==> src/rtl/sar_seq_pkg.sv <==
package sar_seq_pkg;

  typedef enum logic [1:0] {
    ST_IDLE   = 2'd0,
    ST_SETTLE = 2'd1,
    ST_CONV   = 2'd2,
    ST_FIN    = 2'd3
  } sar_state_t;

  // One-hot mask for the bit under test at position idx.
  function automatic logic [7:0] probe_mask(input logic [2:0] idx);
    logic [7:0] m;
    m = '0;
    m[idx] = 1'b1;
    return m;
  endfunction

  // Trial code: already decided bits with the probe bit forced high.
  function automatic logic [7:0] trial_code(input logic [7:0] decided,
                                            input logic [2:0] idx);
    return decided | probe_mask(idx);
  endfunction

endpackage

==> src/rtl/sar_seq_ctrl.sv <==
module sar_seq_ctrl
  import sar_seq_pkg::*;
#(
  parameter int WIDTH         = 8,
  parameter int SETTLE_CYCLES = 1,
  localparam int IDX_W = (WIDTH > 1) ? $clog2(WIDTH) : 1,
  localparam int SET_W = (SETTLE_CYCLES > 1) ? $clog2(SETTLE_CYCLES) + 1 : 1
) (
  input  logic             clk,
  input  logic             rst_n,
  input  logic             start,
  output logic             evt_accept,
  output logic             evt_first,
  output logic             evt_decide,
  output logic             evt_finish,
  output logic             in_conv,
  output logic [IDX_W-1:0] bit_idx,
  output logic             busy
);
  sar_state_t       state_q, state_d;
  logic [IDX_W-1:0] idx_q, idx_d;
  logic [SET_W-1:0] set_q, set_d;
  logic             settle_end;

  assign settle_end = (set_q == SET_W'(SETTLE_CYCLES - 1));
  assign evt_accept = (state_q == ST_IDLE) && start;
  assign evt_first  = (state_q == ST_SETTLE) && settle_end;
  assign evt_decide = (state_q == ST_CONV);
  assign evt_finish = (state_q == ST_FIN);
  assign in_conv    = (state_q == ST_CONV);
  assign bit_idx    = idx_q;
  assign busy       = (state_q != ST_IDLE);

  always_comb begin
    state_d = state_q;
    idx_d   = idx_q;
    set_d   = set_q;
    unique case (state_q)
      ST_IDLE: if (start) begin
        state_d = ST_SETTLE;
        set_d   = '0;
      end
      ST_SETTLE: begin
        if (settle_end) begin
          state_d = ST_CONV;
          idx_d   = IDX_W'(WIDTH - 1);
        end else begin
          set_d = set_q + 1'b1;
        end
      end
      ST_CONV: begin
        if (idx_q == '0) state_d = ST_FIN;
        else             idx_d   = idx_q - 1'b1;
      end
      ST_FIN:  state_d = ST_IDLE;
      default: state_d = ST_IDLE;
    endcase
  end

  always_ff @(posedge clk) begin
    if (!rst_n) begin
      state_q <= ST_IDLE;
      idx_q   <= '0;
      set_q   <= '0;
    end else begin
      state_q <= state_d;
      idx_q   <= idx_d;
      set_q   <= set_d;
    end
  end

  // a start while busy does not restart the sequence
  a_r8_start_ignored: assert property (@(posedge clk) disable iff (!rst_n)
    (busy && start && !evt_finish) |=> busy);
  // acceptance always leads into a busy cycle
  a_r2_accept_busy: assert property (@(posedge clk) disable iff (!rst_n)
    evt_accept |=> (busy && !in_conv));
  // decisions walk downward one index per clock
  a_r3_index_walk: assert property (@(posedge clk) disable iff (!rst_n)
    (in_conv && bit_idx != '0) |=> (in_conv && bit_idx == $past(bit_idx) - 1'b1));
endmodule

==> src/rtl/sar_seq_reg.sv <==
module sar_seq_reg
  import sar_seq_pkg::*;
#(
  parameter int WIDTH = 8,
  localparam int IDX_W = (WIDTH > 1) ? $clog2(WIDTH) : 1
) (
  input  logic             clk,
  input  logic             rst_n,
  input  logic             in_conv,
  input  logic             evt_decide,
  input  logic             evt_finish,
  input  logic [IDX_W-1:0] bit_idx,
  input  logic             cmp_ge,
  output logic [WIDTH-1:0] trial,
  output logic [WIDTH-1:0] code
);
  logic [WIDTH-1:0] sar_q;

  assign trial = in_conv ? trial_code(sar_q, bit_idx) : sar_q & {WIDTH{evt_finish}};
  assign code  = sar_q;

  always_ff @(posedge clk) begin
    if (!rst_n)           sar_q <= '0;
    else if (evt_finish)  sar_q <= '0;
    else if (evt_decide && cmp_ge) sar_q <= trial;
  end

  // a rejected probe bit leaves the register unchanged
  a_r4_reject_keeps: assert property (@(posedge clk) disable iff (!rst_n)
    (evt_decide && !cmp_ge) |=> $stable(sar_q));
endmodule

==> src/rtl/sar_seq_latch.sv <==
module sar_seq_latch #(
  parameter int WIDTH = 8
) (
  input  logic             clk,
  input  logic             rst_n,
  input  logic             evt_finish,
  input  logic [WIDTH-1:0] code,
  output logic [WIDTH-1:0] result,
  output logic             done
);
  always_ff @(posedge clk) begin
    if (!rst_n) begin
      result <= '0;
      done   <= 1'b0;
    end else begin
      done <= evt_finish;
      if (evt_finish) result <= code;
    end
  end

  // done never lasts more than one cycle
  a_r5_done_single: assert property (@(posedge clk) disable iff (!rst_n)
    done |=> !done);
endmodule

==> src/rtl/sar_seq.sv <==
module sar_seq #(
  parameter int WIDTH         = 8,
  parameter int SETTLE_CYCLES = 1
) (
  input  logic             clk,
  input  logic             rst_n,
  input  logic             start,
  input  logic             cmp_ge,
  output logic             hold,
  output logic [WIDTH-1:0] trial,
  output logic             busy,
  output logic             done,
  output logic [WIDTH-1:0] result
);
  localparam int IDX_W = (WIDTH > 1) ? $clog2(WIDTH) : 1;

  logic             evt_accept, evt_first, evt_decide, evt_finish, in_conv;
  logic [IDX_W-1:0] bit_idx;
  logic [WIDTH-1:0] code;

  sar_seq_ctrl #(.WIDTH(WIDTH), .SETTLE_CYCLES(SETTLE_CYCLES)) u_ctrl (
    .clk(clk), .rst_n(rst_n), .start(start),
    .evt_accept(evt_accept), .evt_first(evt_first), .evt_decide(evt_decide),
    .evt_finish(evt_finish), .in_conv(in_conv), .bit_idx(bit_idx), .busy(busy)
  );

  sar_seq_reg #(.WIDTH(WIDTH)) u_reg (
    .clk(clk), .rst_n(rst_n), .in_conv(in_conv), .evt_decide(evt_decide),
    .evt_finish(evt_finish), .bit_idx(bit_idx), .cmp_ge(cmp_ge),
    .trial(trial), .code(code)
  );

  sar_seq_latch #(.WIDTH(WIDTH)) u_latch (
    .clk(clk), .rst_n(rst_n), .evt_finish(evt_finish), .code(code),
    .result(result), .done(done)
  );

  assign hold = busy;

  // result frozen while converting, except at the transfer edge
  a_r7_result_frozen: assert property (@(posedge clk) disable iff (!rst_n)
    (busy && !evt_finish) |=> $stable(result));
  // busy ends only together with a done pulse and return to track
  a_r5_end_done: assert property (@(posedge clk) disable iff (!rst_n)
    $fell(busy) |-> (done && !hold && trial == '0));
  // first trial after settle is the MSB alone
  a_r3_msb_first: assert property (@(posedge clk) disable iff (!rst_n)
    evt_first |=> (trial == {1'b1, {(WIDTH-1){1'b0}}}));
endmodule

==> config.mk <==
export PLATFORM = sky130hd
export DESIGN_NAME = sar_seq
export DESIGN_NICKNAME = d
export VERILOG_FILES = /design/src/rtl/sar_seq_pkg.sv /design/src/rtl/sar_seq_ctrl.sv /design/src/rtl/sar_seq_reg.sv /design/src/rtl/sar_seq_latch.sv /design/src/rtl/sar_seq.sv
export SDC_FILE = /design/constraint.sdc
export NUM_CORES = 1
export LEC_CHECK = 0
export ABC_AREA = 0
export BUFFER_PORTS_ARGS = -buffer_cell sky130_fd_sc_hd__buf_2
export CAP_MARGIN = 10
export CORE_ASPECT_RATIO = 0.75
export CORE_MARGIN = 1.5
export CORE_UTILIZATION = 40
export CTS_BUF_LIST = sky130_fd_sc_hd__clkbuf_4 sky130_fd_sc_hd__clkbuf_8 sky130_fd_sc_hd__clkbuf_16
export CTS_CLUSTER_DIAMETER = 200
export DETAILED_ROUTE_END_ITERATION = 10
export PLACE_DENSITY = 0.65
export SYNTH_ARGS = -nofsm -noshare
export SYNTH_HDL_FRONTEND = slang
export SYNTH_SLANG_ARGS = --single-unit
==> constraint.sdc <==
create_clock -name clk -period 4.2 [get_ports clk]
set_input_delay 0 -clock clk [delete_from_list [all_inputs] [get_ports clk]]
set_output_delay 0 -clock clk [all_outputs]
set_load 0.02 [all_outputs]
# Yosys cells after proc, flatten, opt, wreduce, memory -nomap -nowiden
# Cells that the tools add are included.
# totals
ff_bits	23
latch_bits	0
ram_bits	0
mem_bits_ro	0
in_bits	4
output_inout_bits	19
wordCells	44
memories	0
# op_classes
add_sub_neg	2
multipliers	0
div	0
magnitude_cmp	2
n_eq_ne	7
shifts	0
mux	13
bitwise_logic	3
n_reduce_logical	11
# op_table
cell	count
8-bit bitwise AND	1
8-bit 2-to-1 mux	1
2-bit != test (second input constant)	4
8-bit bitwise OR	1
2-bit one-hot mux with 4 select lines	1
2-bit 2-to-1 mux	3
3-bit 2-to-1 mux	2
3-bit one-hot mux with 2 select lines	1
3-bit AND reduction	2
2-bit nonzero test	3
2-bit == test (second input constant)	2
3-bit by 4-bit less-than comparator with 1-bit output (second input constant)	1
1-bit demux with 3-bit select	1
3-bit by 1-bit greater-or-equal comparator with 1-bit output (second input constant)	1
3-bit logical NOT	1
1-bit 2-to-1 mux	3
3-bit by 1-bit subtractor with 3-bit output (second input constant)	1
2-bit by 1-bit == test with 1-bit output (second input constant)	1
1-bit logical AND	2
2-bit logical NOT	1
1-bit one-hot mux with 2 select lines	1
2-bit AND reduction	1
2-bit OR reduction	1
1-bit adder (second input constant)	1
1-bit inverter	1

# Depth between registers and ports, before layout
# Gate-level depths: netlist of run 1.
# depth
depth_word	6
ltp_mapped	6
depth_no_buf	5

# Cells and area by module
# A second synthesis of run 1 with hierarchy kept.
# unflattened
hier_cells	118
hier_area_um2	1107.3
# modules_own_cells
module	instances	cells_each	area_per_inst_um2	seq_area_each_um2
sar_seq_reg	1	51	395.4	160.2
sar_seq_ctrl	1	39	375.4	100.1
sar_seq_latch	1	27	329.1	180.2
sar_seq	1	1	7.5	0.0

# Least setup slack after synthesis of run 1
# OpenSTA, ideal clock, no wires.
# synth_timing
kind	register -> register
startpoint	reg u_ctrl.state_q[0]
endpoint	reg u_ctrl.idx_q[1] (netlist: u_ctrl.bit_idx[1])
setup_ns	0.116
t_arrival_ns	1.245
required_time_ns	4.084
slack_ns	2.840
stages_incl_launch_ff	6
n_path_buf	1
period_less_slack_ns	1.360
cell_sequence	dfxtp_1 -> inv_1 -> ha_1 -> buf_2 -> a211o_1 -> and3_1
# synth_between
elab_chain_len	3
elab_cells_between_ends	7
classes_between	eq/ne: 4; mux: 1; reduce/logical: 2
# synth_rtl
element	line_no	text
start: declaration	sar_seq_ctrl.sv:20	sar_state_t state_q, state_d;
start signal: assignment	sar_seq_ctrl.sv:66	state_q <= state_d;
2-bit by 1-bit == test with 1-bit output / 2-bit == test (equally long branches)	-	
2-bit != test (no source line) / 2-bit nonzero test (equally long branches)	-	
3-bit AND reduction (no source line)	-	
end signal: assignment	sar_seq_ctrl.sv:67	idx_q <= idx_d;
end: declaration	sar_seq_ctrl.sv:21	logic [IDX_W-1:0] idx_q, idx_d;
# Parallel ways exist; a longest one is shown, timed or not.
# A chain may end at the register's enable or synchronous reset.

# Final worst setup path of run 1
# layout_timing
startpoint	reg u_ctrl.state_q[0]
endpoint	out trial[5]
# layout_between
elab_chain_len	3
elab_cells_between_ends	4
classes_between	eq/ne: 2; mux: 1; bitwise: 1
# layout_rtl
element	line_no	text
2-bit == test	sar_seq_ctrl.sv:29	assign evt_finish = (state_q == ST_FIN);
8-bit bitwise AND	sar_seq_reg.sv:19	assign trial = in_conv ? trial_code(sar_q, bit_idx) : sar_q & {WIDTH{evt_finish}};
8-bit 2-to-1 mux *	sar_seq_reg.sv:19	
end: declaration	sar_seq.sv:10	output logic [WIDTH-1:0] trial,
# Mark *: on every way between the ends. The rest lies on a longest branch, timed or not.

==> results by group, run 1 <==
STA
  – Slew Limit Fails: 0
  – Part of the cycle the worst path needs: 0.4769
  – Clock skew: 0.001865 ns
  – Clock period minus worst slack: approximately 2 ns
  – Setup Viol. Count Final: 0
  – Max frequency: approximately 500 MHz
  – Unrepaired setup endpoints after global routing: false
  – Post-Route Setup TNS: 0 ns
  – Final Hold Viols: 0
  – Tightest Pin Transition: 0.6107 ns
  – Worst slew margin: 0.5928

Detailed routing
  – Via Count: 845
  – Post-DR wirelength/cell: roughly 12 um
  – Via density: 5.090
  – Drt initial violations: 17
  – Post-DRT Antenna Nets: 0
  – Final WL: ~2000 um
  – Initial DRT Pass Iterations: 4
  – # DRC: 0

Clocking
  – TritonCTS clock tree: done
  – CTS Hold Bufs: 0
  – Setup Fix Bufs, Post-CTS: 0
  – Max clock buf depth: 2
  – Resize count post-CTS: 0
  – CTS clk-pin slew, worst paths: 0.11 ns
  – Max H-tree Level: 1
  – CTS Root Cell: clkbuf_4
  – Worst-Skew Late Latency: between 0.3 and 0.4 ns
  – Clk sink count: 22
  – CTS Buf Count: 3

Worst setup path
  – Worst Path Arrival: roughly 2 ns
  – Critical path class: flip-flop to output pin
  – Master of the slowest instance on the critical path: ha_1
  – CP max stage delay: 0.48 ns
  – CP Launch Type: flip-flop
  – CP Max Fanout: 17
  – Kind of end point of the critical path: output pin
  – CP bufs+invs: 2
  – Cell family with most CP delay: adder cells
  – CP cell instances: inv_1 -> ha_1 -> nor2b_1 -> a32o_1 -> buf_2
  – CP required: 4.20 ns

Global routing
  – First-pass GRT wire length: approximately 3200 um
  – Gr usage total: 0.1404
  – Initial antenna violation count: 0
  – Largest net degree at the start of global routing: 18
  – Number of global-route vias before repair: 700
  – Grt total ovfl: 0

Placed design
  – IO buf count: 22
  – RD Place Congestion: around 0.74
  – Hpwl dp: 1465 um

Worst hold path
  – Hold/Removal Path Class: input pin to flip-flop

Logic synthesis
  – Yosys cell types: 29
  – Mapped Area: ~1100 um^2
  – Syn Area/Cell: a little over 9 um^2
  – EDFF count, synth: 0
  – Net Count, Synth: 125
  – Seq cells post-synth: 22
  – Post-Synthesis Cells: approximately 110
  – Sequential-to-total area share from yosys stat: 0.4136
  – Yosys Warn Count: 0
  – Dominant synthesized flop cell: dfxtp_1
  – Async SR Flop Fraction: 0

Floorplanning
  – Die Wd: between 60 and 70 um
  – Site row count: 15
  – Starting density of the core: 0.4432
  – Area of the die: approximately 3000 um^2
  – Core footprint: between 2000 and 2500 um^2
  – I/O Pins: 23
  – Die Ht: 47.68 um

Pwr
  – Max IR drop VDD: about 0.29 mV
  – Leak: around 0.53 nW
  – PD cells: roughly 550 nW/um^2

Job
  – Max Cap Viol: 0

Finish
  – Synthesis-to-finish area growth: 13.40%
  – Post-layout nets: approximately 140
  – # fillers: approximately 240
  – Most frequent cells in the layout: buf_2, dfxtp_1, nor2_1
  – Core Util, Final: 0.5026
  – Layout cell share with drive strength beyond 1: 0.2045
  – Ant. Diodes: 0

Run status
  – Outcome: completed
[report_power, final]
part | total [W] | leakage (nW) | internal [W] | switching [W]
combinational | 0.000275 | 0.335 | 0.000112 | 0.000163
sequential | 0.000275 | 0.178 | 0.000234 | 0.0000407
clock | 0.000115 | 0.0210 | 0.0000530 | 0.0000616
[metrics by stage]
step / instances / power (W) / cell area, um^2 / worst slack [ns] / hold slack [ns]
after floorplan: 114 / 0.0005132 / 1065 / 2.840 / 0.1459
after global placement: 162 / 0.0005453 / 1171 / 2.653 / 0.3843
after detailed placement: 162 / 0.0005547 / 1171 / 2.557 / 0.3757
after CTS: 166 / 0.0006687 / 1207 / 2.200 / 0.04283
after global routing: 166 / 0.0007141 / 1207 / 2.039 / 0.05939
final: 166 / 0.0006648 / 1207 / 2.197 / 0.04525
[worst paths after layout]
path | start | endpoint | slack, ns | cells past startpoint
max | u_ctrl.state_q[0] | trial[5] | 2.20 | 5
min reg2reg | u_ctrl.state_q[1] | u_ctrl.state_q[1] | 0.51 | 2
max reg2reg | u_ctrl.state_q[0] | u_ctrl.bit_idx[1] | 2.55 | 5
min | rst_n | u_ctrl.bit_idx[2] | 0.05 | 2
[metal layers]
| metal | vias to the layer above | wire (um) | GRT usage |
|---|---|---|---|
| met1 | 388 | 1030 | 0.1988 |
| met5 | - | 0 | 0 |
| li1 | 428 | - | - |
| met3 | 2 | 114 | 0.04235 |
| met4 | 0 | 8 | 0.04000 |
| met2 | 27 | 862 | 0.2108 |
[synth_stat cells, types with 2 or more instances]
library cell / count / area, um^2
and3_1: 3 / 18.77
ha_1: 7 / 87.58
dfxtp_1: 22 / 440.4
nand3_1: 2 / 10.01
a21oi_1: 9 / 45.04
and2_1: 2 / 12.51
inv_1: 5 / 18.77
a31oi_1: 2 / 12.51
a32o_1: 4 / 40.04
nor2b_1: 12 / 75.07
nand2_1: 3 / 11.26
mux2i_1: 9 / 90.09
nor2_1: 13 / 48.80
a211o_1: 2 / 17.52
o31a_1: 2 / 17.52
buf_2: 4 / 20.02
[worst register-to-register path, cell delays in order (launching register included)]
cell and delay, ns:
dfxtp_1 0.36, inv_1 0.12, ha_1 0.48, nor2b_1 0.15, a211o_1 0.29, and3_1 0.16
[cell families after synthesis]
kind of cell	Yosys count	share of synthesized area
fa+ha+maj	7	0.08225
buf+inv	13	0.06110
compound gates	22	0.1481
simple gates	41	0.2103
mux	9	0.08461
flops	22	0.4136
[registers in the layout (all words and copies together) (netlist names)]
register        cells
u_latch.result      8
u_ctrl.state_q      2
u_ctrl.bit_idx      3
u_reg.code          8
u_latch.done        1
[area by class of cell]
| type | instances | area, um^2 | share of cell area |
|---|---|---|---|
| inverters | 5 | 18.77 | 0.01554 |
| well taps | 34 | 42.54 | 0.03523 |
| flip-flops and latches | 22 | 440.4 | 0.3648 |
| clock buffers | 4 | 36.28 | 0.03005 |
| multi-input cells | 79 | 559.3 | 0.4632 |
| repair buffers | 22 | 110.1 | 0.09119 |
(Power assumes the default switching activity.)
==> run 2: changes to the inputs <==
- PLACE_DENSITY: 0.65 -> 0.67
- clock period: 4.2 -> 1.6 ns (I/O delays scaled with it)
==> results by group, run 2 (synthesis gave the netlist of run 1 again) <==
Run status
  – Outcome: completed

Placed design
  – Hpwl dp: between 1500 and 2000 um
  – Post-DP Area: approximately 1200 um^2
  – Placed insts: 165
  – IO buf count: 22
  – RD Place Congestion: roughly 0.95

Detailed routing
  – Routed met2 length: a little under 1000 um
  – Post-DR wirelength/cell: 12.52 um
  – Final WL: between 2000 and 2500 um
  – Max Used Layer: met4
  – Via density: 5.035
  – Initial DRT Pass Iterations: 4
  – # DRC: 0
  – Post-DRT Antenna Nets: 0
  – Met1 WL: about 1100 um
  – Drt initial violations: 31
  – Via Count: between 800 and 900
  – Metal3 WL: 92 um

Floorplanning
  – Core footprint: between 2000 and 2500 um^2
  – Die Ht: about 48 um
  – Site row count: 15
  – Die Wd: ~63 um
  – Area of the die: 2984 um^2
  – Starting density of the core: 0.4432
  – I/O Pins: 23

Global routing
  – Largest net degree at the start of global routing: 17
  – Grt total ovfl: 0
  – Initial antenna violation count: 0
  – First-pass GRT wire length: 3305 um
  – Number of global-route vias before repair: between 700 and 800
  – Gr usage total: 0.1470

Worst setup path
  – Worst r2r src: u_ctrl.state_q[0]
  – Cell family with most CP delay: flip-flops
  – R2R setup slack: 0.17 ns
  – CP Max Fanout: 5
  – CP max stage delay: 0.41 ns
  – Worst Path Arrival: 1.57 ns
  – Master of the slowest instance on the critical path: dfxtp_4
  – CP bufs+invs: 2
  – CP required: between 1.5 and 2 ns
  – Worst r2r path cells: 7
  – R2R Path End: u_ctrl.bit_idx[0]
  – CP cell instances: inv_4 -> ha_4 -> or2_4 -> a32o_2 -> buf_6
  – CP Launch Type: flip-flop
  – Critical path class: flip-flop to output pin
  – Kind of end point of the critical path: output pin

STA
  – Worst slew margin: 0.7956
  – Part of the cycle the worst path needs: 0.9805
  – Unrepaired setup endpoints after global routing: true
  – Slew Limit Fails: 0
  – Clock skew: ~0.0024 ns
  – Setup Viol. Count Final: 0
  – Tightest Pin Transition: around 0.3 ns
  – Final Hold Viols: 0
  – Max frequency: 637.4 MHz
  – Clock period minus worst slack: 1.569 ns

Pwr
  – Power Total: 0.001917 W
  – Max IR drop VDD: between 0.6 and 0.7 mV
  – PD cells: 1447 nW/um^2
  – Leak: roughly 0.6 nW

Finish
  – Final Non-Filler Cells: ~170
  – Post-layout nets: 150
  – Commonest non-fill, non-tap cell in the layout: dfxtp_1
  – Sequential cell area: approximately 450 um^2
  – Synthesis-to-finish area growth: 24.44%
  – Most frequent cells in the layout: dfxtp_1, buf_2, nor2_1
  – Layout cell share with drive strength beyond 1: 0.3116
  – Final Cell Area: around 1300 um^2
  – Core Util, Final: 0.5516
  – Area of the multi-input gates: roughly 590 um^2
  – Ant. Diodes: 0
  – # fillers: 229

Clocking
  – Max H-tree Level: 1
  – CTS clk-pin slew, worst paths: 0.12 ns
  – Clk sink count: 22
  – Worst-Skew Late Latency: around 0.31 ns
  – Max clock buf depth: 2
  – CTS Root Cell: clkbuf_4
  – CTS Buf Count: 3
  – TritonCTS clock tree: done

Worst hold path
  – Hold depth: 2
  – Hold/Removal Path Class: input pin to flip-flop
  – Hold endpoint: u_ctrl.bit_idx[2]
  – Worst hold start: rst_n

Job
  – Max Cap Viol: 0
[run 2: cell count changes in the layout (fill, tap and decap cells not counted), sizes merged]
cell  delta
buf      +6
[run 2: per-stage QoR]
stage                      TNS, ns  setup slack, ns  hold WS (ns)
after floorplan                  0           0.2400        0.1459
after global placement           0           0.1437        0.3759
after detailed placement         0          0.08510        0.3787
after CTS                        0          0.02246       0.03853
after global routing      -0.07715         -0.03148       0.04883
final                            0          0.03118       0.05037
[run 2: layer usage]
| metal | vias to the layer above | GRT usage |
|---|---|---|
| met5 | - | 0 |
| met4 | 0 | 0.04000 |
| met3 | 5 | 0.04941 |
| met2 | 16 | 0.2430 |
| met1 | 403 | 0.1905 |
| li1 | 442 | - |
[run 2: how the worst max path moves through the flow]
stage	cells after the start	slack [ns]	startpoint	end
global placement	5	0.14	u_ctrl.state_q[0]	u_ctrl.bit_idx[0]
finish	5	0.03	u_ctrl.state_q[0]	trial[5]
detailed placement	5	0.09	u_ctrl.state_q[0]	trial[0]
global route	5	-0.03	u_ctrl.state_q[0]	trial[5]
CTS	5	0.02	u_ctrl.state_q[0]	trial[0]
floorplan	5	0.24	u_ctrl.state_q[0]	u_ctrl.bit_idx[1]
[run 2: cell type report]
class	instances	area share
clock buffers	4	0.02738
well taps	34	0.03211
flip-flops and latches	22	0.3362
inverters	5	0.01605
repair buffers	28	0.1407
multi-input cells	79	0.4476
[run 2: report_power, final]
part | switching, W | internal, W
clock | 0.000168 | 0.000139
sequential | 0.000108 | 0.000624
combinational | 0.000476 | 0.000402
[run 2: timing repair]
item / in CTS / in global routing
resized for setup: 10 / 14
endpoints found under the setup margin: 8 / 6
pin swaps: 0 / 3
hold buffers: 0 / 0
setup buffers: 1 / 2
